### config.mk
export PLATFORM = sky130hd
export DESIGN_NAME = txpf_top
export DESIGN_NICKNAME = d
export VERILOG_FILES = /design/src/rtl/txpf_pkg.sv /design/src/rtl/txpf_lane_sel.sv /design/src/rtl/txpf_crc32.sv /design/src/rtl/txpf_top.sv
export SDC_FILE = /design/constraint.sdc
export NUM_CORES = 1
export LEC_CHECK = 0
export BUFFER_PORTS_ARGS = -buffer_cell sky130_fd_sc_hd__buf_2
export CORE_MARGIN = 4
export CORE_UTILIZATION = 59
export DETAILED_ROUTE_END_ITERATION = 10
export PLACE_DENSITY = 0.85
export SYNTH_ARGS = -nofsm -noshare
export SYNTH_HDL_FRONTEND = slang
export SYNTH_SLANG_ARGS = --single-unit
### constraint.sdc
create_clock -name clk -period 4 [get_ports clk]
set_clock_uncertainty 0.05 [all_clocks]
set_input_delay 0.4 -clock clk [delete_from_list [all_inputs] [get_ports clk]]
set_output_delay 0.4 -clock clk [all_outputs]
set_load 0.02 [all_outputs]
### src/rtl/txpf_pkg.sv
package txpf_pkg;

   typedef enum logic [1:0] {
      ST_BODY = 2'd0,
      ST_PAD  = 2'd1,
      ST_FCS  = 2'd2
   } txpf_state_e;

   // bit-reverse a 32-bit word (normal polynomial -> reflected form)
   function automatic logic [31:0] reflect32(input logic [31:0] v);
      logic [31:0] r;
      for (int i = 0; i < 32; i++) r[i] = v[31-i];
      return r;
   endfunction

   // one byte through a reflected CRC-32 register, LSB first
   function automatic logic [31:0] crc32_step(input logic [31:0] c,
                                              input logic [7:0]  d,
                                              input logic [31:0] rpoly);
      logic [31:0] x;
      x = c ^ {24'd0, d};
      for (int i = 0; i < 8; i++) x = x[0] ? ((x >> 1) ^ rpoly) : (x >> 1);
      return x;
   endfunction

endpackage

### src/rtl/txpf_lane_sel.sv
module txpf_lane_sel #(
   parameter int DATA_W = 32,
   localparam int LANES  = DATA_W / 8,
   localparam int LANE_W = $clog2(LANES)
) (
   input  logic [DATA_W-1:0] word,
   input  logic [LANE_W-1:0] lane,
   output logic [7:0]        byte_o
);

   logic [7:0] lanes_a [LANES];

   for (genvar g = 0; g < LANES; g++) begin : g_lane
      assign lanes_a[g] = word[8*g +: 8];
   end

   assign byte_o = lanes_a[lane];

endmodule

### src/rtl/txpf_crc32.sv
module txpf_crc32 import txpf_pkg::*; #(
   parameter logic [31:0] POLY = 32'h04C11DB7
) (
   input  logic        clk,
   input  logic        rst_n,
   input  logic        init,
   input  logic        upd,
   input  logic [7:0]  din,
   output logic [31:0] crc
);

   localparam logic [31:0] RPOLY = reflect32(POLY);

   always_ff @(posedge clk) begin
      if (!rst_n || init) crc <= '1;
      else if (upd)       crc <= crc32_step(crc, din, RPOLY);
   end

endmodule

### src/rtl/txpf_top.sv
module txpf_top import txpf_pkg::*; #(
   parameter int          DATA_W      = 32,
   parameter int          HDR_BYTES   = 14,
   parameter int          MIN_PAYLOAD = 46,
   parameter logic [31:0] CRC_POLY    = 32'h04C11DB7,
   localparam int LANES  = DATA_W / 8,
   localparam int LANE_W = $clog2(LANES)
) (
   input  logic              clk,
   input  logic              rst_n,
   input  logic              in_valid,
   output logic              in_ready,
   input  logic [DATA_W-1:0] in_data,
   input  logic              in_last,
   input  logic [LANE_W-1:0] in_bytes,
   input  logic              in_pad_en,
   input  logic              in_crc_en,
   output logic              out_valid,
   input  logic              out_ready,
   output logic [7:0]        out_data,
   output logic              out_last
);

   localparam int MIN_BODY = HDR_BYTES + MIN_PAYLOAD;
   localparam int CNT_W    = $clog2(MIN_BODY + 1);
   localparam logic [CNT_W-1:0] BODY_END = CNT_W'(MIN_BODY);

   if (DATA_W % 8 != 0 || DATA_W < 16) begin : g_bad_width
      $error("txpf_top: DATA_W must be a multiple of 8 and at least 16");
   end
   if ((LANES & (LANES - 1)) != 0) begin : g_bad_lanes
      $error("txpf_top: DATA_W/8 must be a power of two");
   end
   if (MIN_BODY < 1) begin : g_bad_min
      $error("txpf_top: minimum body length must be positive");
   end

   txpf_state_e       st;
   logic [LANE_W-1:0] lane;
   logic [LANE_W-1:0] last_lane;
   logic [CNT_W-1:0]  cnt;
   logic [CNT_W-1:0]  cnt_inc;
   logic [1:0]        fcs_idx;
   logic              crc_q;
   logic [7:0]        lane_byte;
   logic [31:0]       crc_val;
   logic              word_end;
   logic              frame_end;
   logic              pad_req;
   logic              fire;
   logic              crc_init;
   logic              crc_upd;

   txpf_lane_sel #(.DATA_W(DATA_W)) u_lane (
      .word   (in_data),
      .lane   (lane),
      .byte_o (lane_byte)
   );

   txpf_crc32 #(.POLY(CRC_POLY)) u_crc (
      .clk   (clk),
      .rst_n (rst_n),
      .init  (crc_init),
      .upd   (crc_upd),
      .din   (out_data),
      .crc   (crc_val)
   );

   // lane count of 0 wraps to the top lane: a full final word
   assign last_lane = in_last ? (in_bytes - 1'b1) : LANE_W'(LANES - 1);
   assign word_end  = (lane == last_lane);
   assign frame_end = in_last && word_end;
   assign cnt_inc   = (cnt == BODY_END) ? cnt : cnt + 1'b1;
   assign pad_req   = in_pad_en && (cnt_inc < BODY_END);
   assign fire      = out_valid && out_ready;

   always_comb begin
      out_valid = 1'b0;
      out_data  = 8'd0;
      out_last  = 1'b0;
      in_ready  = 1'b0;
      crc_init  = 1'b0;
      crc_upd   = 1'b0;
      unique case (st)
         ST_BODY: begin
            out_valid = in_valid;
            out_data  = lane_byte;
            out_last  = frame_end && !pad_req && !in_crc_en;
            in_ready  = in_valid && out_ready && word_end;
            crc_upd   = fire;
            crc_init  = fire && out_last;
         end
         ST_PAD: begin
            out_valid = 1'b1;
            out_last  = (cnt_inc == BODY_END) && !crc_q;
            crc_upd   = fire;
            crc_init  = fire && out_last;
         end
         ST_FCS: begin
            out_valid = 1'b1;
            out_data  = ~crc_val[8*fcs_idx +: 8];
            out_last  = (fcs_idx == 2'd3);
            crc_init  = fire && out_last;
         end
         default: ;
      endcase
   end

   always_ff @(posedge clk) begin
      if (!rst_n) begin
         st      <= ST_BODY;
         lane    <= '0;
         cnt     <= '0;
         fcs_idx <= '0;
         crc_q   <= 1'b0;
      end else if (fire) begin
         unique case (st)
            ST_BODY: begin
               lane <= word_end ? '0 : lane + 1'b1;
               cnt  <= cnt_inc;
               if (frame_end) begin
                  crc_q <= in_crc_en;
                  if (pad_req)        st  <= ST_PAD;
                  else if (in_crc_en) st  <= ST_FCS;
                  else                cnt <= '0;
               end
            end
            ST_PAD: begin
               cnt <= cnt_inc;
               if (cnt_inc == BODY_END) begin
                  if (crc_q) st <= ST_FCS;
                  else begin
                     st  <= ST_BODY;
                     cnt <= '0;
                  end
               end
            end
            ST_FCS: begin
               fcs_idx <= fcs_idx + 1'b1;
               if (fcs_idx == 2'd3) begin
                  st  <= ST_BODY;
                  cnt <= '0;
               end
            end
            default: st <= ST_BODY;
         endcase
      end
   end

endmodule

Yosys cells after proc, flatten, opt, wreduce, memory -nomap -nowiden
Cells that the tools add are included.
Cells by class
  add/subtract/negate cells: 4
  magnitude comparators: 2
  equality and inequality tests: 10
  shift-type cells: 1
  multiplexer cells: 34
  bitwise logic cells: 11
  reduce and logical (&&, ||, !) cells: 25
Operators with widths (count)
  32-bit 2-to-1 mux: 8
  13-bit inverter with 14-bit output: 8
  6-bit 2-to-1 mux: 7
  32-bit by 6-bit indexed part select with 8-bit output: 1
  32-bit by 8-bit bitwise XOR with 32-bit output: 1
  6-bit one-hot mux with 3 select lines: 1
  8-bit binary-select mux with 2-bit select: 1
  2-bit 2-to-1 mux: 8
  8-bit 2-to-1 mux: 2
  8-bit one-hot mux with 2 select lines: 1
  6-bit == test (second input constant): 2
  1-bit logical AND: 11
  8-bit inverter: 1
  6-bit by 1-bit adder with 6-bit output (second input constant): 1
  6-bit less-than comparator (second input constant): 1
  2-bit != test (second input constant): 3
  1-bit one-hot mux with 3 select lines: 2
  2-bit one-hot mux with 3 select lines: 1
  3-bit AND reduction: 2
  5-bit AND reduction: 1
  2-bit by 1-bit adder with 2-bit output (second input constant): 2
  2-bit == test (second input constant): 2
  1-bit zero test: 4
  2-bit AND reduction: 2
  other kinds (12): 14
Storage, ports and cells
  register bits: 45
  input port bits: 41
  output and inout port bits: 11
  word-level logic and storage cells: 93

Depth between registers and ports, before layout
Gate-level depths: netlist (run 1).
  depth after elaboration: 22
  depth in mapped cells: 11
  mapped depth without buffers: 9

Modules after synthesis
From an unflattened synthesis (run 1), not the netlist that was laid out.
Second synthesis, totals
  cell total of the unflattened synthesis: 348
  area total of the unflattened synthesis: 3540.9 µm²
Modules (own cells, without submodules)
  txpf_crc32: times used 1, cells each 179, area each 2006.9 µm², seq. area each 640.6 µm²
  txpf_top: times used 1, cells each 159, area each 1337.5 µm², seq. area each 260.2 µm²
  txpf_lane_sel: times used 1, cells each 10, area each 196.4 µm², seq. area each 0.0 µm²

Least setup slack after synthesis (run 1)
OpenSTA, ideal clock, no wires.
  path kind: register to register
  start: register st[0]
  end: register u_crc.crc[18]
  library setup time: 0.074 ns
  arrival: 2.735 ns
  required time: 3.876 ns
  path slack: 1.142 ns
  stages on the path, launching flop included: 12
  buffers on the path: 2
  period minus slack after synthesis: 2.858 ns
  cells stage by stage: dfxtp_1 -> inv_1 -> ha_1 -> nor2b_1 -> buf_6 -> a22o_1 -> or3_4 -> and2_4 -> buf_6 -> xnor3_2 -> xnor3_1 -> o211ai_2
On the way
  cells in the longest elaborated chain, start to end: 15
  elaborated cells between the ends (all ways): 28
  classes of those cells: eq/ne: 2; mux: 12; bitwise: 6; reduce/logical: 8
RTL lines
  start: declaration: RTL line txpf_top.sv:38  | txpf_state_e st;
  start signal: assignment: RTL line txpf_top.sv:111  | st <= ST_BODY;
  start signal: assignment: RTL line txpf_top.sv:123  | if (pad_req) st <= ST_PAD;
  start signal: assignment: RTL line txpf_top.sv:124  | else if (in_crc_en) st <= ST_FCS;
  2-bit == test / 2-bit zero test (equally long branches): RTL line txpf_top.sv:84  | unique case (st)
  8-bit one-hot mux with 2 select lines: RTL line txpf_top.sv:84
  32-bit by 8-bit bitwise XOR with 32-bit output: RTL line txpf_pkg.sv:21  | x = c ^ {24'd0, d};
  32-bit 2-to-1 mux (2 in series): RTL line txpf_pkg.sv:22  | for (int i = 0; i < 8; i++) x = x[0] ? ((x >> 1) ^ rpoly) : (x >> 1);
  13-bit inverter with 14-bit output (no source line)
  32-bit 2-to-1 mux (2 in series): RTL line txpf_pkg.sv:22
  13-bit inverter with 14-bit output (no source line)
  32-bit 2-to-1 mux: RTL line txpf_pkg.sv:22
  13-bit inverter with 14-bit output (no source line)
  32-bit 2-to-1 mux: RTL line txpf_pkg.sv:22
  13-bit inverter with 14-bit output (no source line)
  32-bit 2-to-1 mux (2 in series): RTL line txpf_pkg.sv:22
  end signal: assignment: RTL line txpf_crc32.sv:16  | else if (upd) crc <= crc32_step(crc, din, RPOLY);
  end: declaration: RTL line txpf_crc32.sv:9  | output logic [31:0] crc
Several ways; a longest one is shown, not always the timed one.
A chain may end at the register's enable or synchronous reset.

Final worst setup path (run 1)
Same ends and word-level chain as after synthesis.

==> metrics.cfg, run 1 <==
[sta]
setup_viol=0
worst_slew_pin_slew_ps=1050
fin_ws_ps=570
fin_crit_ps=3430
finalHoldViolations=0
period_share_pct=85.8
fmax_ghz=0.292
setup_tns_ps=0
max_slew_margin_pct=30.0
slew_viol_final=0
rsz0062_at_grt=no

[cts]
htree_levels=2
cts_tree=built
cts_buffer_depth=2
clk_pin_slew_worst_paths_ps=80
cts_setup_buffers=0
cts_resized=0
clk_latency_ps=310
cts_root_buffer=clkbuf_8
cts_hold_buffers=0
cts_sinks=45
cts_buffers=5

[synth]
avgSynthCellArea_um2=9.14
synth-edff-count=0
synth_nets=468
async_reset_ff_share_pct=0
seq_area_frac_synth_pct=23.5
ys_ff_latch=45
ys_warn_count=0
syn-cell-area_um2=3840
synthCells=420
synth.distinct_cells=72
ys.flop_type=dfxtp_1

[min_path]
min_from=in_crc_en
hold_path_class=input port to register
whs_path_depth=3

[detailed_routing]
wl_per_cell_um=17.4
ant_nets=0
drc=0
drt_iter0_markers=220
vias_per_cell=6.28
num_vias=3370
drt-pass1-iter-count=5
wl_um=9330

[worst_setup_path]
path_depth=8
startpoint=st[0]$_SDFFE_PN0P_
r2r-start=st[0]$_SDFFE_PN0P_
r2r_cells=8
worstSetupPathType=register to register
cp.arrival_ps=3600
critical_path.slowest_cell=nor2b_1
critPathTopFamily=XOR/XNOR gates
cp_data_required_time_ps=4170
max_stage_delay_ps=730
path_cells=inv_1 -> ha_1 -> nor2b_1 -> a221o_1 -> xor2_2 -> xnor3_2 -> xnor3_1 -> o211ai_2
crit_path_end_kind=register
critical_path_buf_inv_count=1
cp-start-kind=register
cp_max_fo=9

[die]
start_util_pct=60.4
die_area_um2=7860
top_level_ports=52
die-height_um=88.7
coreArea_um2=6350
rows=29
die_x_um=88.7

[power]
power.density_nw_per_um2=556
peakVddDrop_mv=0.348
p_int_uw=1440
swShare_pct=38.4
p_seq_share_pct=26.2
fin_total_pwr_uw=2340
power_frac_comb_pct=58.4
clkPwrFrac_pct=15.4
cellLeakagePower_uw=0.00183
power_switching_uw=899

[placement]
routabilityCongestion=0.925
io_buffers=51
place_ws_ps=638
hpwlAfterDp_um=7040

[finish]
regArea_um2=901
final_cell_mix=buf_2, nand2_1, dfxtp_1
multiInputGateArea_um2=2740
n_fill_cell=482
utilization_pct=66.3
diodes=0
drive_above_1_share_pct=19.8
area_growth_pct=9.68
layout.nets=507
final_common_cell=buf_2

[run_status]
outcome=finished, final reports clean

[global_route]
antenna_found_initial=0
grt.met1_usage_pct=33.5
grt_pass1_wl_um=15500
grt_overflow=0
grt_pass1_vias=3242
grt_max_degree=35
grt.busiest_layer=met2
met3_usage_pct=3.63
grt_usage_pct=24.9
use_met2_pct=40.4

[job]
drv_cap=0

[through the flow]
stage / hold WS [ps] / instances / cell area, um2
2_1_floorplan: 414 / 420 / 3840
3_3_place_gp: 427 / 529 / 4090
3_5_place_dp: 444 / 529 / 4090
4_1_cts: 327 / 537 / 4210
5_1_grt: 367 / 537 / 4210
6_report: 331 / 537 / 4210
[Yosys cell counts, drive strengths merged, types with 2 or more instances]
master / number / area, um2
ha: 7 / 87.6
xnor2: 26 / 269
a21o: 2 / 15.0
nor4bb: 2 / 20.0
a221oi: 4 / 58.8
mux2: 4 / 45.0
and3b: 3 / 26.3
clkbuf: 16 / 60.1
o211a: 2 / 20.0
nand3b: 2 / 15.0
nor3: 3 / 15.0
nand2: 49 / 184
or2: 3 / 18.8
nand3: 8 / 40.0
dfxtp: 45 / 901
a22o: 2 / 17.5
a21boi: 3 / 22.5
a21oi: 10 / 50.1
nand4: 5 / 31.3
mux2i: 31 / 310
a31oi: 2 / 12.5
nor2b: 9 / 56.3
a211oi: 10 / 80.1
a22oi: 7 / 57.6
and3: 4 / 25.0
o211ai: 24 / 185
buf: 9 / 81.3
xor2: 16 / 163
xnor3: 15 / 339
xor3: 3 / 71.3
or3: 9 / 61.3
nor2: 20 / 97.6
inv: 15 / 56.3
o21ai: 15 / 75.1
o2111ai: 2 / 17.5
o22ai: 9 / 56.3
nand2b: 2 / 12.5
and2: 5 / 36.3
[flip-flops by register name, indices dropped and copies added, names as in the netlist]
name / count
crc_q: 1
lane: 2
cnt: 6
u_crc.crc: 32
st: 2
fcs_idx: 2
[per-layer routing]
layer  share of wire [%]  vias up
met3                 7.8       24
met2                  47      158
met1                  43     1586
li1                    -     1602
met4                 2.3        0
met5                   0        -
[worst min-delay path, delay by kind of cell]
kind                   cells  cell delay, ps
and+or+nand+nor            1              80
muxes                      1              70
buffers and inverters      1             100
[area by class of cell]
type	instances	share of cell area [%]
Clock buffer	7	2.05
Timing Repair Buffer	57	7.13
Tap cell	77	2.29
Clock inverter	1	0.713
Multi-Input combinational cell	335	65.1
Sequential cell	45	21.4
Inverter	15	1.34
[path summary, 6_finish.rpt]
kind,endpoint,slack [ps]
min reg2reg,u_crc.crc[30]$_SDFFE_PP1P_,460
max,u_crc.crc[18]$_SDFFE_PP1P_,570
max reg2reg,u_crc.crc[18]$_SDFFE_PP1P_,570
min,crc_q$_SDFFE_PN0P_,330
[power groups by stage]
stage	clock (uW)	sequential, uW	combinational, uW
finish	361	613	1370
global route	382	622	1470
CTS	367	610	1360
detailed placement	0	620	1340
global placement	0	616	1310
floorplan	0	586	1120
[logic make-up (layout without fill, tap and decap cells)]
family                   count (synthesis)  count (layout)  synth area share [%]
adder cells (fa/ha/maj)                  7               7                  2.28
AO/OA/AOI/OAI                          104             104                  20.2
multiplexers                            35              35                  9.26
XOR/XNOR                                60              60                  21.9
AND/OR/NAND/NOR                        129             129                  17.7
flip-flops                              45              45                  23.5
buffers and inverters                   40              80                  5.15
(Power assumes the default switching activity.)
==> run 2, diff against run 1 <==
==> constraint.sdc (replaced) <==
create_clock -name clk -period 4 [get_ports clk]
set_clock_uncertainty 0.05 [all_clocks]
set_input_delay 0.4 -clock clk [delete_from_list [all_inputs] [get_ports clk]]
set_output_delay 0.4 -clock clk [all_outputs]
set_load 0.05 [all_outputs]
==> run 2 against run 1 <==
Utilization fell by 0.79 points. First-iteration DRC count is 51% higher. Hold slack got worse by 8.1 ps. Maximum frequency fell by 2.8%. Die area stayed put. Setup slack worse by 97 ps. Non-clock buffer count is 1 lower. Critical path type is now register to output pin. Critical endpoint is now out_last.
==> metrics.cfg, run 2 (synthesis gave the netlist of run 1 again) <==
[die]
start_util_pct=60.4
rows=29
die_x_um=88.7
die-height_um=88.7
die_area_um2=7860
coreArea_um2=6350
top_level_ports=52

[sta]
rsz0062_at_grt=no
fin_crit_ps=3530
slew_viol_final=0
setup_tns_ps=0
setup_viol=0
max_slew_margin_pct=33.3
worst_slew_pin_slew_ps=1000
period_share_pct=88.2
finalHoldViolations=0
fmax_ghz=0.283

[finish]
max_flop_register=u_crc.crc
final_common_cell=buf_2
diodes=0
layout.cells.non_filler=534
layout.nets=506
top_regs=u_crc.crc: 32 flops, cnt: 6 flops
utilization_pct=65.5
drive_above_1_share_pct=19.5
final_cell_mix=buf_2, nand2_1, dfxtp_1
largest_reg_flops=32
area_growth_pct=8.38

[power]
clkPwrFrac_pct=11.9
p_seq_share_pct=26.9
power_frac_comb_pct=61.2
fin_total_pwr_uw=2270
cellLeakagePower_uw=0.00180
power.density_nw_per_um2=546
p_int_uw=1350
swShare_pct=40.5
peakVddDrop_mv=0.310
power_switching_uw=920

[placement]
dp.cells=528
routabilityCongestion=0.884
hpwlAfterDp_um=7010
io_buffers=51

[global_route]
antenna_found_initial=0
grt_overflow=0
grt_usage_pct=24.2
grt_pass1_wl_um=14900
grt_max_degree=32
grt_pass1_vias=3064

[detailed_routing]
ant_nets=0
wl_um=9120
drt_iter0_markers=333
num_vias=3285
vias_per_cell=6.15
drt-pass1-iter-count=4
drc=0
wl_per_cell_um=17.1

[run_status]
outcome=finished, final reports clean

[cts]
htree_levels=2
cts_setup_buffers=0
clk_pin_slew_worst_paths_ps=80
cts_buffer_depth=2
cts_sinks=45
cts_root_buffer=clkbuf_8
cts_resized=0
cts_tree=built
cts_buffers=5
cts_hold_buffers=0
clk_latency_ps=300

[worst_setup_path]
cp_max_fo=10
cp_data_required_time_ps=3550
cp.arrival_ps=3080
cp-start-kind=register
crit_path_end_kind=output pin
r2r-start=st[0]$_SDFFE_PN0P_
startpoint=cnt[0]$_SDFFE_PN0P_
worstSetupPathType=register to output pin

[min_path]
hold_path_class=input port to register
min_from=in_crc_en

[job]
drv_cap=0

run 2: power by group through the flow:
stage                     Clock, uW  Combinational [uW]  Sequential [uW]
after floorplan                   0                1160              586
after global placement            0                1340              614
after detailed placement          0                1380              619
after CTS                       272                1390              608
after global routing            293                1490              621
final                           271                1390              610
run 2: metal layers:
| metal | vias to the layer above | wire, um | GRT usage, % | share of wire, % |
|---|---|---|---|---|
| met5 | - | 0 | 0 | 0 |
| met4 | 0 | 177 | 9.34 | 1.9 |
| met3 | 13 | 721 | 4.56 | 7.9 |
| met2 | 130 | 4250 | 38.9 | 47 |
| met1 | 1543 | 3970 | 32.2 | 44 |
| li1 | 1599 | - | - | - |
run 2: cell type report:
cell class	instances	area (um2)
Clock buffer	5	68.8
Multi-Input combinational cell	335	2740
Inverter	15	56.3
Timing Repair Buffer	56	293
Fill cell	493	2190
Sequential cell	45	901
Tap cell	77	96.3
Clock inverter	1	5.00
run 2: through the flow:
| step | cell area (um2) | hold slack [ps] | setup WS [ps] |
|---|---|---|---|
| finish | 4160 | 323 | 472 |
| global route | 4160 | 337 | 209 |
| CTS | 4160 | 321 | 477 |
| detailed placement | 4090 | 454 | 645 |
| global placement | 4090 | 430 | 793 |
| floorplan | 3840 | 414 | 818 |
run 2: worst paths after layout:
kind,end,slack (ps),depth (start not counted)
worst max register to register,u_crc.crc[18]$_SDFFE_PP1P_,630,8
worst min register to register,u_crc.crc[31]$_SDFFE_PP1P_,460,2
worst min-delay path,crc_q$_SDFFE_PN0P_,320,3
worst max-delay path,out_last,470,8
run 2: critical path, cell delays in order (launching register included):
cell	delay (ps)
dfxtp_1	490
ha_1	330
nor2b_1	210
o21ai_0	110
a2111oi_0	640
nor2_1	210
or3_1	390
a21oi_1	130
buf_2	280
